[src/rtl/nx_pkg.sv]
package nx_pkg;

    // Default widths of the working registers
    localparam int NIB_W = 4;
    localparam int BANK_W = 2;

    // Operation classes produced by the decoder
    typedef enum logic [4:0] {
        OPC_NONE,
        OPC_LDI,
        OPC_CPL,
        OPC_NEG,
        OPC_INCA,
        OPC_DECA,
        OPC_CLRC,
        OPC_SETC,
        OPC_SWPC,
        OPC_ROTR,
        OPC_INCM,
        OPC_DECM,
        OPC_ADDM,
        OPC_ADDCS,
        OPC_ADDC,
        OPC_ADJ6,
        OPC_ADJA,
        OPC_XORM,
        OPC_STOR,
        OPC_LOADM,
        OPC_XCHM
    } op_e;

endpackage

[src/rtl/nx_decode.sv]
module nx_decode
    import nx_pkg::*;
#(
    parameter int DW  = NIB_W,
    parameter int PHW = BANK_W
) (
    input  logic [7:0]     opc_i,
    output op_e            cls_o,
    output logic [DW-1:0]  imm_o,
    output logic [PHW-1:0] bank_x_o
);

    always_comb begin
        imm_o    = opc_i[DW-1:0];
        bank_x_o = opc_i[PHW-1:0];
        cls_o    = OPC_NONE;
        casez (opc_i)
            8'b1001_????: cls_o = OPC_LDI;
            8'h10:        cls_o = OPC_CPL;
            8'h11:        cls_o = OPC_NEG;
            8'h0D:        cls_o = OPC_INCA;
            8'h0F:        cls_o = OPC_DECA;
            8'h0B:        cls_o = OPC_CLRC;
            8'h1B:        cls_o = OPC_SETC;
            8'h1A:        cls_o = OPC_SWPC;
            8'h30:        cls_o = OPC_ROTR;
            8'h1D:        cls_o = OPC_INCM;
            8'h1F:        cls_o = OPC_DECM;
            8'h08:        cls_o = OPC_ADDM;
            8'h09:        cls_o = OPC_ADDCS;
            8'h19:        cls_o = OPC_ADDC;
            8'h06:        cls_o = OPC_ADJ6;
            8'h0A:        cls_o = OPC_ADJA;
            8'h18:        cls_o = OPC_XORM;
            8'h02:        cls_o = OPC_STOR;
            8'b0011_10??: cls_o = OPC_LOADM;
            8'b0010_10??: cls_o = OPC_XCHM;
            default:      cls_o = OPC_NONE;
        endcase
    end

endmodule

[src/rtl/nx_adder.sv]
module nx_adder
    import nx_pkg::*;
#(
    parameter int DW = NIB_W
) (
    input  op_e           cls_i,
    input  logic [DW-1:0] acc_i,
    input  logic [DW-1:0] mem_i,
    input  logic          cy_i,
    output logic [DW-1:0] sum_o,
    output logic          cout_o
);

    localparam logic [DW-1:0] ADJ_UP = DW'(6);
    localparam logic [DW-1:0] ADJ_DN = DW'(10);
    localparam logic [DW-1:0] ONES   = {DW{1'b1}};

    logic [DW-1:0] op_a;
    logic [DW-1:0] op_b;
    logic          op_c;
    logic [DW:0]   wide;

    // One shared adder; each class only picks its operands
    always_comb begin
        op_a = acc_i;
        op_b = '0;
        op_c = 1'b0;
        unique case (cls_i)
            OPC_INCA:  begin op_a = acc_i;  op_c = 1'b1; end
            OPC_DECA:  begin op_a = acc_i;  op_b = ONES; end
            OPC_INCM:  begin op_a = mem_i;  op_c = 1'b1; end
            OPC_DECM:  begin op_a = mem_i;  op_b = ONES; end
            OPC_ADDM:  begin op_b = mem_i; end
            OPC_ADDCS: begin op_b = mem_i; op_c = cy_i; end
            OPC_ADDC:  begin op_b = mem_i; op_c = cy_i; end
            OPC_ADJ6:  begin op_b = ADJ_UP; end
            OPC_ADJA:  begin op_b = ADJ_DN; end
            OPC_NEG:   begin op_a = ~acc_i; op_c = 1'b1; end
            default:   begin op_a = acc_i; end
        endcase
    end

    assign wide   = {1'b0, op_a} + {1'b0, op_b} + {{DW{1'b0}}, op_c};
    assign sum_o  = wide[DW-1:0];
    assign cout_o = wide[DW];

endmodule

[src/rtl/nib_exec_unit.sv]
module nib_exec_unit
    import nx_pkg::*;
#(
    parameter int DW  = NIB_W,
    parameter int PHW = BANK_W,
    parameter int PLW = 4
) (
    input  logic               clk,
    input  logic               rst,
    input  logic               exec_en,
    input  logic [7:0]         opcode,
    input  logic [PLW-1:0]     ptr_lo,
    input  logic [DW-1:0]      ram_rd,
    output logic [PHW+PLW-1:0] ram_addr,
    output logic               ram_we,
    output logic [DW-1:0]      ram_wdata,
    output logic               skip,
    output logic [DW-1:0]      acc,
    output logic               carry,
    output logic               carry_save,
    output logic [PHW-1:0]     ptr_hi
);

    localparam logic [DW-1:0] ALL_ONES = {DW{1'b1}};

    typedef struct packed {
        logic [DW-1:0]  acc;
        logic           cy;
        logic           cs;
        logic [PHW-1:0] bank;
    } regs_t;

    regs_t regs_q;
    regs_t regs_d;

    op_e            cls;
    logic [DW-1:0]  imm;
    logic [PHW-1:0] bank_x;
    logic [DW-1:0]  sum;
    logic           cout;
    logic           we_d;
    logic [DW-1:0]  wd_d;
    logic           sk_d;

    nx_decode #(.DW(DW), .PHW(PHW)) u_dec (
        .opc_i    (opcode),
        .cls_o    (cls),
        .imm_o    (imm),
        .bank_x_o (bank_x)
    );

    nx_adder #(.DW(DW)) u_add (
        .cls_i  (cls),
        .acc_i  (regs_q.acc),
        .mem_i  (ram_rd),
        .cy_i   (regs_q.cy),
        .sum_o  (sum),
        .cout_o (cout)
    );

    // Next-state and strobe computation
    always_comb begin
        regs_d = regs_q;
        we_d   = 1'b0;
        wd_d   = regs_q.acc;
        sk_d   = 1'b0;
        if (exec_en) begin
            unique case (cls)
                OPC_LDI:  regs_d.acc = imm;
                OPC_CPL:  regs_d.acc = ~regs_q.acc;
                OPC_NEG:  regs_d.acc = sum;
                OPC_INCA: begin
                    regs_d.acc = sum;
                    sk_d       = cout;
                end
                OPC_DECA: begin
                    regs_d.acc = sum;
                    sk_d       = ~cout;
                end
                OPC_CLRC: regs_d.cy = 1'b0;
                OPC_SETC: regs_d.cy = 1'b1;
                OPC_SWPC: begin
                    regs_d.cy = regs_q.cs;
                    regs_d.cs = regs_q.cy;
                end
                OPC_ROTR: begin
                    regs_d.acc = {regs_q.cy, regs_q.acc[DW-1:1]};
                    regs_d.cy  = regs_q.acc[0];
                end
                OPC_INCM: begin
                    we_d = 1'b1;
                    wd_d = sum;
                    sk_d = (sum == '0);
                end
                OPC_DECM: begin
                    we_d = 1'b1;
                    wd_d = sum;
                    sk_d = (sum == ALL_ONES);
                end
                OPC_ADDM: begin
                    regs_d.acc = sum;
                    sk_d       = cout;
                end
                OPC_ADDCS: begin
                    regs_d.acc = sum;
                    regs_d.cy  = cout;
                    sk_d       = cout;
                end
                OPC_ADDC: begin
                    regs_d.acc = sum;
                    regs_d.cy  = cout;
                end
                OPC_ADJ6: regs_d.acc = sum;
                OPC_ADJA: regs_d.acc = sum;
                OPC_XORM: regs_d.acc = regs_q.acc ^ ram_rd;
                OPC_STOR: begin
                    we_d = 1'b1;
                    wd_d = regs_q.acc;
                end
                OPC_LOADM: begin
                    regs_d.acc  = ram_rd;
                    regs_d.bank = regs_q.bank ^ bank_x;
                end
                OPC_XCHM: begin
                    regs_d.acc  = ram_rd;
                    regs_d.bank = regs_q.bank ^ bank_x;
                    we_d        = 1'b1;
                    wd_d        = regs_q.acc;
                end
                default: regs_d = regs_q;
            endcase
        end
    end

    always_ff @(posedge clk) begin
        if (rst) begin
            regs_q <= '0;
        end else if (exec_en) begin
            regs_q <= regs_d;
        end
    end

    assign ram_addr   = {regs_q.bank, ptr_lo};
    assign ram_we     = we_d;
    assign ram_wdata  = wd_d;
    assign skip       = sk_d;
    assign acc        = regs_q.acc;
    assign carry      = regs_q.cy;
    assign carry_save = regs_q.cs;
    assign ptr_hi     = regs_q.bank;

endmodule

[config.mk]
export PLATFORM = sky130hd
export DESIGN_NAME = nib_exec_unit
export DESIGN_NICKNAME = d
export VERILOG_FILES = /design/src/rtl/nx_pkg.sv /design/src/rtl/nx_decode.sv /design/src/rtl/nx_adder.sv /design/src/rtl/nib_exec_unit.sv
export SDC_FILE = /design/constraint.sdc
export NUM_CORES = 1
export LEC_CHECK = 0
export BUFFER_PORTS_ARGS = -buffer_cell sky130_fd_sc_hd__buf_4
export CAP_MARGIN = 20
export CORE_MARGIN = 4
export CORE_UTILIZATION = 54
export DETAILED_ROUTE_END_ITERATION = 6
export PLACE_DENSITY_LB_ADDON = 0.3
export SYNTH_ARGS = -nofsm -noshare
export SYNTH_HDL_FRONTEND = slang
export SYNTH_SLANG_ARGS = --single-unit
[constraint.sdc]
create_clock -name clk -period 4.55 [get_ports clk]
set_input_delay 0.455 -clock clk [delete_from_list [all_inputs] [get_ports clk]]
set_output_delay 0.455 -clock clk [all_outputs]
set_load 0.02 [all_outputs]
==> results.json <==
{
  "num_vias": 1795,
  "power_density_nw_per_um2": 134.5,
  "fill_cells": 263,
  "core_um2": 2758,
  "antenna_found_initial": 0,
  "wl_per_cell_um": 17.09,
  "ys_seq_elements": 8,
  "ys.flop_type": "dfxtp_1",
  "power.leakage_nw": 0.7116,
  "setup-violations-final": 0,
  "ioPinCount": 39,
  "fmax_mhz": 245.3,
  "synth_edf_count": 0,
  "drtIter0Drc": 165,
  "cts_made_buffers": 3,
  "die_x_um": 61.91,
  "swShare_pct": 39.23,
  "r2r_slack_ns": 1.97,
  "ys_types": 55,
  "p_clk_share_pct": 22.9,
  "die_area_um2": 3832,
  "period_minus_slack_ns": 4.077,
  "clkTransAtPathRegs_ns": 0.05,
  "fin_util_pct": 63.25,
  "cts-resized-gates": 0,
  "crit_type": "input port to output port",
  "grt_pass1_vias": 1452,
  "p_switching_w": 0.00009200,
  "arrival_ns": 3.62,
  "cp.required_ns": 4.09,
  "p_comb_share_pct": 44.6,
  "slew_violations": 0,
  "dp.cells": 268,
  "syn-num-nets": 253,
  "cts_tree": "built",
  "vdd_ir_drop_max_v": 0.0002096,
  "p_int_w": 0.0001425,
  "route.detailed.drc": 0,
  "clockBufferDepth": 2,
  "hold_class": "input port to flip-flop",
  "holdBufCountCts": 0,
  "synth_area_per_cell_um2": 6.852,
  "tightest_slew_ns": 0.4564,
  "final_net_count": 266,
  "num_antenna_cells": 0,
  "wl_mm": 4.631,
  "num_rows": 19,
  "drive_gt1_share_pct": 20.00,
  "pwr-share-seq_pct": 32.4,
  "cts.sinks": 8,
  "cts_setup_buffers": 0,
  "syn-cell-area_um2": 1569,
  "die_y_um": 61.91,
  "grt_pass1_wl_mm": 7.203,
  "place_congestion": 0.9177,
  "stdcell_count": 271,
  "worst_setup_path_start_kind": "input port",
  "grt_overflow": 0,
  "final-hold-violation-count": 0,
  "viasPerCell": 6.624,
  "status": "finished, final reports clean",
  "final_antenna_net_count": 0,
  "io_buffers": 30,
  "yosysWarnings": 0,
  "htreeDepth": 1,
  "drv_cap": 0,
  "grt_max_degree": 25,
  "grt_setup_unrepaired": "false",
  "fin_crit_sh_pct": 89.61,
  "clkLatencyLatePin_ns": 0.25,
  "first_pass_iters": 5,
  "crit_fanout": 21,
  "cts-root-buf": "clkbuf_4",
  "grtUsageTotal_pct": 24.83,
  "finClkSkew_ns": 0.002541,
  "crit_path_end_kind": "output port",
  "relSlewSlack_pct": 69.51,
  "area_delta_synth_final_pct": 11.16,
  "async_flop_share_pct": 0,
  "ys_seq_area_share_pct": 10.21,
  "start_util_pct": 56.90,
  "syn_inst": 229,
  "dp_hpwl_mm": 3.457,
  "fin_tns_setup_ns": 0
}
routing by layer:
layer	vias up	global-route usage, %	part of all wire [%]
met3	11	2.066	11
met2	117	38.57	47
met1	809	36.37	41
met5	-	0	0
met4	0	7.273	1.4
li1	858	-	-
worst paths after layout:
kind / start / depth (start not counted) / end
hold / removal: rst / 2 / ptr_hi[0]$_SDFFE_PP0P_
hold reg to reg: ptr_hi[0]$_SDFFE_PP0P_ / 2 / ptr_hi[0]$_SDFFE_PP0P_
setup reg to reg: carry$_SDFFE_PP0P_ / 13 / carry$_SDFFE_PP0P_
setup / recovery: opcode[1] / 17 / skip
sequential cells by signal (all words and copies together) (netlist names):
signal and cells:
acc 4, carry 1, carry_save 1, ptr_hi 2
cells by family (layout without fill, tap and decap cells):
| logic type | after synthesis | after routing | share of synthesized area, % |
|---|---|---|---|
| xor+xnor | 9 | 9 | 5.024 |
| fa+ha+maj | 5 | 5 | 4.945 |
| compound gates | 70 | 70 | 31.58 |
| buf+inv | 34 | 45 | 10.69 |
| mux | 4 | 4 | 2.632 |
| flops | 8 | 8 | 10.21 |
| simple gates | 99 | 99 | 34.93 |
layout by cell type, fill, tap and decap left out, types with 4 or more instances in the layout:
cell	instances
nand2_1	20
nand2b_1	4
nand3_1	15
nand4_1	4
o211ai_1	5
a211oi_1	4
buf_4	33
a32oi_1	4
nor3_1	5
a21oi_1	12
dfxtp_1	8
xor2_1	4
inv_1	9
nor2_1	23
xnor2_1	5
o21ai_0	13
nor2b_1	10
final cells by class:
cell class                 instances  area, um^2  share of cell area, %
multi-input combinational        187        1241                  71.16
timing repair buffer              33       247.7                  14.20
sequential                         8       160.2                  9.182
tap                               31       38.79                  2.224
inverter                           9       33.78                  1.937
clock buffer                       3       22.52                  1.291
critical path, stage by stage:
cell and delay [ns]:
buf_4 0.23, nor2b_1 0.44, a22oi_1 0.12, o22ai_1 0.16, nand2_1 0.10, a21oi_2 0.20
a21o_1 0.17, fa_1 0.20, inv_1 0.06, fa_1 0.39, nand2b_1 0.18, a211oi_1 0.27
o21ai_0 0.13, a21oi_1 0.16, o21ai_0 0.08, o21ai_0 0.10, buf_4 0.18
metrics by stage:
step,area [um^2],hold slack (ns),total power [W],worst slack (ns)
2_1_floorplan,1569,0.5854,0.0001543,0.7425
3_3_place_gp,1722,0.5166,0.0001793,0.5653
3_5_place_dp,1722,0.5296,0.0001797,0.5304
4_1_cts,1744,0.4260,0.0002321,0.5077
5_1_grt,1744,0.4251,0.0002497,0.1209
6_report,1744,0.4243,0.0002345,0.4728
power by group through the flow:
stage | Combinational [W] | Sequential (W) | Clock (W)
CTS | 0.000103 | 0.0000759 | 0.0000536
global route | 0.000114 | 0.0000763 | 0.0000597
floorplan | 0.0000764 | 0.0000778 | 0
global placement | 0.000102 | 0.0000774 | 0
finish | 0.000105 | 0.0000761 | 0.0000538
detailed placement | 0.000102 | 0.0000775 | 0
synthesized netlist by cell type (5+ instances only):
master | count | area, um^2
clkbuf_1 | 7 | 26.28
nand3_1 | 15 | 75.07
o211ai_1 | 5 | 37.54
nor2b_1 | 10 | 62.56
nor2_1 | 23 | 86.33
xnor2_1 | 5 | 43.79
buf_2 | 8 | 40.04
o21ai_0 | 13 | 65.06
dfxtp_1 | 8 | 160.2
a21oi_1 | 12 | 60.06
nor3_1 | 5 | 25.02
buf_4 | 6 | 45.04
nand2_1 | 20 | 75.07
inv_1 | 9 | 33.78
Power figures use the tool's default switching activity.
